==> src/rtl/irq_res_pkg.sv <==
package irq_res_pkg;
  localparam int NSRC     = 13;
  localparam int NSUB     = 22;
  localparam int WAKE_SRC = 6;
  localparam int USB_SRC  = 8;

  function automatic logic [7:0] prim_vector(input logic [3:0] idx);
    return {1'b0, idx, 3'b011};
  endfunction

  function automatic int rank_src(input int k, input int wake);
    if (k == 0) return wake;
    else if (k <= wake) return k - 1;
    else return k;
  endfunction

  function automatic logic [7:0] sub_offset(input logic [4:0] s);
    return {1'b0, s, 2'b00};
  endfunction
endpackage

==> src/rtl/irq_edge_pend.sv <==
module irq_edge_pend #(
  parameter int W = 13
) (
  input  logic         clk,
  input  logic         rst_n,
  input  logic [W-1:0] req_in,
  input  logic [W-1:0] clr,
  output logic [W-1:0] pend,
  output logic [W-1:0] set_ev
);
  logic [W-1:0] prev;

  for (genvar i = 0; i < W; i++) begin : g_bit
    assign set_ev[i] = req_in[i] & ~prev[i];

    always_ff @(posedge clk) begin
      if (!rst_n) begin
        prev[i] <= 1'b0;
        pend[i] <= 1'b0;
      end else begin
        prev[i] <= req_in[i];
        pend[i] <= set_ev[i] | (pend[i] & ~clr[i]);
      end
    end

    AST_EDGE_SETS: assert property (@(posedge clk) disable iff (!rst_n)
      set_ev[i] |=> pend[i]);
    AST_CLEAR_DROPS: assert property (@(posedge clk) disable iff (!rst_n)
      clr[i] && !set_ev[i] |=> !pend[i]);
  end
endmodule

==> src/rtl/irq_prio_pick.sv <==
module irq_prio_pick
  import irq_res_pkg::*;
#(
  parameter int W    = NSRC,
  parameter int WAKE = WAKE_SRC,
  localparam int IW  = $clog2(W)
) (
  input  logic [W-1:0]  cand,
  output logic          valid,
  output logic [IW-1:0] win,
  output logic [W-1:0]  grant
);
  always_comb begin
    win   = '0;
    grant = '0;
    for (int k = W - 1; k >= 0; k--) begin
      if (cand[rank_src(k, WAKE)]) begin
        win   = IW'(rank_src(k, WAKE));
        grant = '0;
        grant[rank_src(k, WAKE)] = 1'b1;
      end
    end
    valid = |cand;
  end
endmodule

==> src/rtl/usb_autovec.sv <==
module usb_autovec
  import irq_res_pkg::*;
#(
  parameter int N   = NSUB,
  localparam int SW = $clog2(N)
) (
  input  logic         clk,
  input  logic         rst_n,
  input  logic [N-1:0] sub_pend,
  input  logic [N-1:0] sub_en,
  input  logic         take,
  output logic         sub_any,
  output logic [N-1:0] sub_clr,
  output logic [7:0]   offset
);
  logic [N-1:0]  live;
  logic [SW-1:0] sel;
  logic          latch_now;

  assign live    = sub_pend & sub_en;
  assign sub_any = |live;

  always_comb begin
    sel = '0;
    for (int s = N - 1; s >= 0; s--)
      if (live[s]) sel = SW'(s);
  end

  assign latch_now = take & sub_any;

  always_comb begin
    sub_clr = '0;
    if (latch_now) sub_clr[sel] = 1'b1;
  end

  always_ff @(posedge clk) begin
    if (!rst_n) offset <= 8'h00;
    else if (latch_now) offset <= sub_offset(5'(sel));
  end

  AST_OFS_HOLD: assert property (@(posedge clk) disable iff (!rst_n)
    !latch_now |=> $stable(offset));
  AST_OFS_RANGE: assert property (@(posedge clk) disable iff (!rst_n)
    offset[1:0] == 2'b00 && offset <= 8'h54);
endmodule

==> src/rtl/irq_vector_resolver.sv <==
module irq_vector_resolver
  import irq_res_pkg::*;
(
  input  logic            clk,
  input  logic            rst_n,
  input  logic [NSRC-1:0] irq_in,
  input  logic [NSRC-1:0] src_en,
  input  logic            glob_en,
  input  logic [NSUB-1:0] usb_req,
  input  logic [NSUB-1:0] usb_en,
  input  logic            ack,
  output logic            irq_valid,
  output logic [7:0]      irq_vector,
  output logic [7:0]      usb_offset
);
  localparam int IW = $clog2(NSRC);

  logic [NSRC-1:0] pend, set_ev, req_vec, cand, grant, clr;
  logic [NSUB-1:0] sub_pend, sub_set, sub_clr;
  logic [IW-1:0]   win;
  logic            sub_any, take, usb_take;

  irq_edge_pend #(.W(NSRC)) u_prim_pend (
    .clk(clk), .rst_n(rst_n), .req_in(irq_in), .clr(clr),
    .pend(pend), .set_ev(set_ev));

  irq_edge_pend #(.W(NSUB)) u_sub_pend (
    .clk(clk), .rst_n(rst_n), .req_in(usb_req), .clr(sub_clr),
    .pend(sub_pend), .set_ev(sub_set));

  always_comb begin
    req_vec          = pend;
    req_vec[USB_SRC] = pend[USB_SRC] | sub_any;
  end

  assign cand = req_vec & src_en & {NSRC{glob_en}};

  irq_prio_pick #(.W(NSRC), .WAKE(WAKE_SRC)) u_pick (
    .cand(cand), .valid(irq_valid), .win(win), .grant(grant));

  assign take     = ack & irq_valid;
  assign clr      = take ? grant : '0;
  assign usb_take = take & grant[USB_SRC];

  usb_autovec #(.N(NSUB)) u_usb (
    .clk(clk), .rst_n(rst_n), .sub_pend(sub_pend), .sub_en(usb_en),
    .take(usb_take), .sub_any(sub_any), .sub_clr(sub_clr),
    .offset(usb_offset));

  assign irq_vector = irq_valid ? prim_vector(4'(win)) : 8'h00;

  AST_GLOBAL_GATE: assert property (@(posedge clk) disable iff (!rst_n)
    !glob_en |-> !irq_valid);
  AST_WIN_ENABLED: assert property (@(posedge clk) disable iff (!rst_n)
    irq_valid |-> src_en[win] && req_vec[win]);
  AST_GRANT_ONE: assert property (@(posedge clk) disable iff (!rst_n)
    $onehot0(grant) && (irq_valid == (grant != '0)));
  AST_WAKE_FIRST: assert property (@(posedge clk) disable iff (!rst_n)
    cand[WAKE_SRC] |-> irq_vector == 8'h33);
  AST_IDLE_ACK: assert property (@(posedge clk) disable iff (!rst_n)
    ack && !irq_valid && sub_set == '0 |=> $stable(sub_pend));
endmodule

==> config.mk <==
export PLATFORM = sky130hd
export DESIGN_NAME = irq_vector_resolver
export DESIGN_NICKNAME = d
export VERILOG_FILES = /design/src/rtl/irq_res_pkg.sv /design/src/rtl/irq_edge_pend.sv /design/src/rtl/irq_prio_pick.sv /design/src/rtl/usb_autovec.sv /design/src/rtl/irq_vector_resolver.sv
export SDC_FILE = /design/constraint.sdc
export NUM_CORES = 1
export LEC_CHECK = 0
export BUFFER_PORTS_ARGS = -buffer_cell sky130_fd_sc_hd__buf_2
export CAP_MARGIN = 0
export CORE_AREA = 10 10 112 84
export CTS_BUF_LIST = sky130_fd_sc_hd__clkbuf_4 sky130_fd_sc_hd__clkbuf_8 sky130_fd_sc_hd__clkbuf_16
export DETAILED_ROUTE_END_ITERATION = 10
export DIE_AREA = 0 0 122 94
export PLACE_DENSITY = 0.75
export SYNTH_ARGS = -nofsm -noshare
export SYNTH_HDL_FRONTEND = slang
export SYNTH_HIERARCHICAL = 1
export SYNTH_SLANG_ARGS = --single-unit
export TNS_END_PERCENT = 10
==> constraint.sdc <==
create_clock -name clk -period 4.2 [get_ports clk]
set_clock_uncertainty 0.05 [all_clocks]
set_input_delay 0.21 -clock clk [delete_from_list [all_inputs] [get_ports clk]]
set_output_delay 0.21 -clock clk [all_outputs]
set_load 0.01 [all_outputs]
==> results.toml <==
[status]
outcome = "finished, final reports clean"

[layout]
final_cell_mix = "buf_2 (85), dfxtp_1 (75), nor2b_1 (73), and2_1 (38), o21a_1 (35)"
final_area_mm2 = 0.00445
fill_cells = 676
regArea_mm2 = 0.00150
final_common_cell = "buf_2"
fin_util = 0.619
final_cells = 598
area_delta_synth_final_pct = 17.2
layout-drive-gt1-share = 0.284
nets = 570
multi_input_area_mm2 = 0.00212
diodes = 0

[cts]
postCtsSetupRepairBufs = 0
clkTransAtPathRegs_ps = 80
clock-sinks = 75
cts_hold_buf = 0
post_cts_resized = 0
cts_tree = "built"
clock_latency_ps = 340
h-tree-depth = 3
cts-root-buf = "clkbuf_8"
cts_buffer_depth = 2
cts_buffers = 9

[worst_setup_path]
cp_data_required_time_ps = 4440
cp_cell_sequence = "a22oi_2, nand4_1, or4_2, o211a_1, nor4_1, nor2b_1, nand2_1, and3_1, inv_1, nor3_2, and3_1, nand2b_1, nor3_1, nor2b_1, o21a_1"
startpoint_type = "flop"
critPathCaptureType = "flop"
critical-path-top-delay-family = "simple AND/OR/NAND/NOR gates"
slowest_stage = "or4_2"
crit_buf_inv = 1
crit_arrival_ps = 4020
max_stage_delay_ps = 630
crit_type = "reg2reg"
cp_max_fo = 7

[logic_synthesis]
synth_area_leaders = "dfxtp_1 (40%), nor2b_1 (12%), o21a_1 (6.9%)"
synth_top_area_share = 0.395
synth.yosys.seq_area_share = 0.395
syn_avg_cell_area_um2 = 9.15
netlist_instances = 415
synth_edf_count = 0
yosysTopAreaCell = "dfxtp_1"
synth_warnings = 6
syn-cell-area_mm2 = 0.00380
synth_ff_type = "dfxtp_1"
async_reset_ff_frac = 0
ys_ff_latch = 75
synth.distinct_cells = 59

[timing]
setup_viol = 0
hold_violations = 0
max_freq_ghz = 0.264
setup_tns_ps = 0
grt_setup_unrepaired = "false"
min_period_over_period = 0.901
slew_headroom = 0.406
finalWorstSetupSlack_ps = 415
post-route-min-period_ps = 3790
drv_slew = 0
max_slew.worst_pin.slew_ps = 886

[global_routing]
grt_pass1_vias = 3108
antenna_found_initial = 0
grt_first_pass_wirelength_um = 15800
gr-total-overflow = 0
grt_usage = 0.171
grt_start_max_net_pins = 73

[placed_design]
dp_slack_ps = 504
io_buffers = 85
dp_cells = 583
post-dp-hpwl_um = 7280
dpl-instance-area_mm2 = 0.00420
gp_congestion = 0.923

[power_and_ir_drop]
leakage_nw = 2.03
ir_worst_vdd_v = 0.000191
powerDensity_mw_per_mm2 = 398

[die]
core_mm2 = 0.00719
die_width_um = 122
die-area_mm2 = 0.0115
pin_count = 91
initial_utilization = 0.528
rows = 26
die_h_um = 94

[hold_path]
hold_path_class = "in2reg"

[routing]
first_iter_violations = 254
routed_wl_um = 9610
drc = 0
vias = 3105
firstDrtPassIters = 4
wl_per_cell_um = 16.1
avgViaCountPerCell = 5.19
ant_nets = 0

[run]
max_cap_violations = 0
metal layers:
metal	track usage	share of wire	vias to the layer above
met2	0.248	0.44	89
li1	-	-	1584
met1	0.240	0.49	1428
met4	0.0495	0.0054	0
met3	0.0462	0.063	4
met5	0	0	-
cells in the mapped netlist, types with 3 or more instances:
library cell  count
nand3_1           3
and2_2            7
dfxtp_1          75
and3_1           23
nand4_1           3
a22oi_2           7
nand2_1          23
buf_4             9
nor2_1           21
inv_1             5
nor3b_1           6
nor2b_1          73
and2_1           38
a21oi_1           7
buf_6             8
and3_2            7
nor3_1            8
o21ai_0           6
o21a_1           35
final cells by class:
class	instances	share of cell area
Clock buffer	11	0.0340
Timing Repair Buffer	87	0.0990
Clock inverter	4	0.0219
Tap cell	98	0.0276
Inverter	5	0.00422
Multi-Input combinational cell	318	0.476
Sequential cell	75	0.337
logic make-up (layout without fill, tap and decap cells):
group,after synthesis,after routing,synth area share
other,2,5,0.00198
multiplexers,1,1,0.00264
AND/OR/NAND/NOR,233,233,0.375
flip-flops,75,75,0.395
buffers and inverters,25,107,0.0501
AO/OA/AOI/OAI,79,79,0.175
registers in the layout, indices dropped and copies added, names as in the netlist:
register	count
u_prim_pend/pend	13
u_sub_pend/pend	22
u_usb/offset	5
u_sub_pend/prev	22
u_prim_pend/prev	13
metrics by stage:
stage          power [mW]  hold slack [ps]
3_3_place_gp         1.09              371
2_1_floorplan        1.01              282
6_report             1.77             25.8
5_1_grt              1.86             13.9
4_1_cts              1.79             6.04
3_5_place_dp         1.10              374
worst paths after layout:
| path | start | endpoint | slack (ps) | cells after the start |
|---|---|---|---|---|
| max reg2reg | u_sub_pend/pend[11] | u_sub_pend/pend[21] | 410 | 15 |
| min | usb_req[5] | u_sub_pend/prev[5] | 30 | 2 |
| min reg2reg | u_usb/offset[2] | u_usb/offset[2] | 420 | 2 |
| max | u_sub_pend/pend[11] | u_sub_pend/pend[21] | 410 | 15 |
power breakdown:
part           switching [mW]  internal (mW)  leakage [nW]
Sequential             0.0253          0.756         0.624
Combinational           0.164          0.139          1.28
Clock                   0.262          0.424         0.122
No activity file was read; power rests on OpenSTA's default activity.
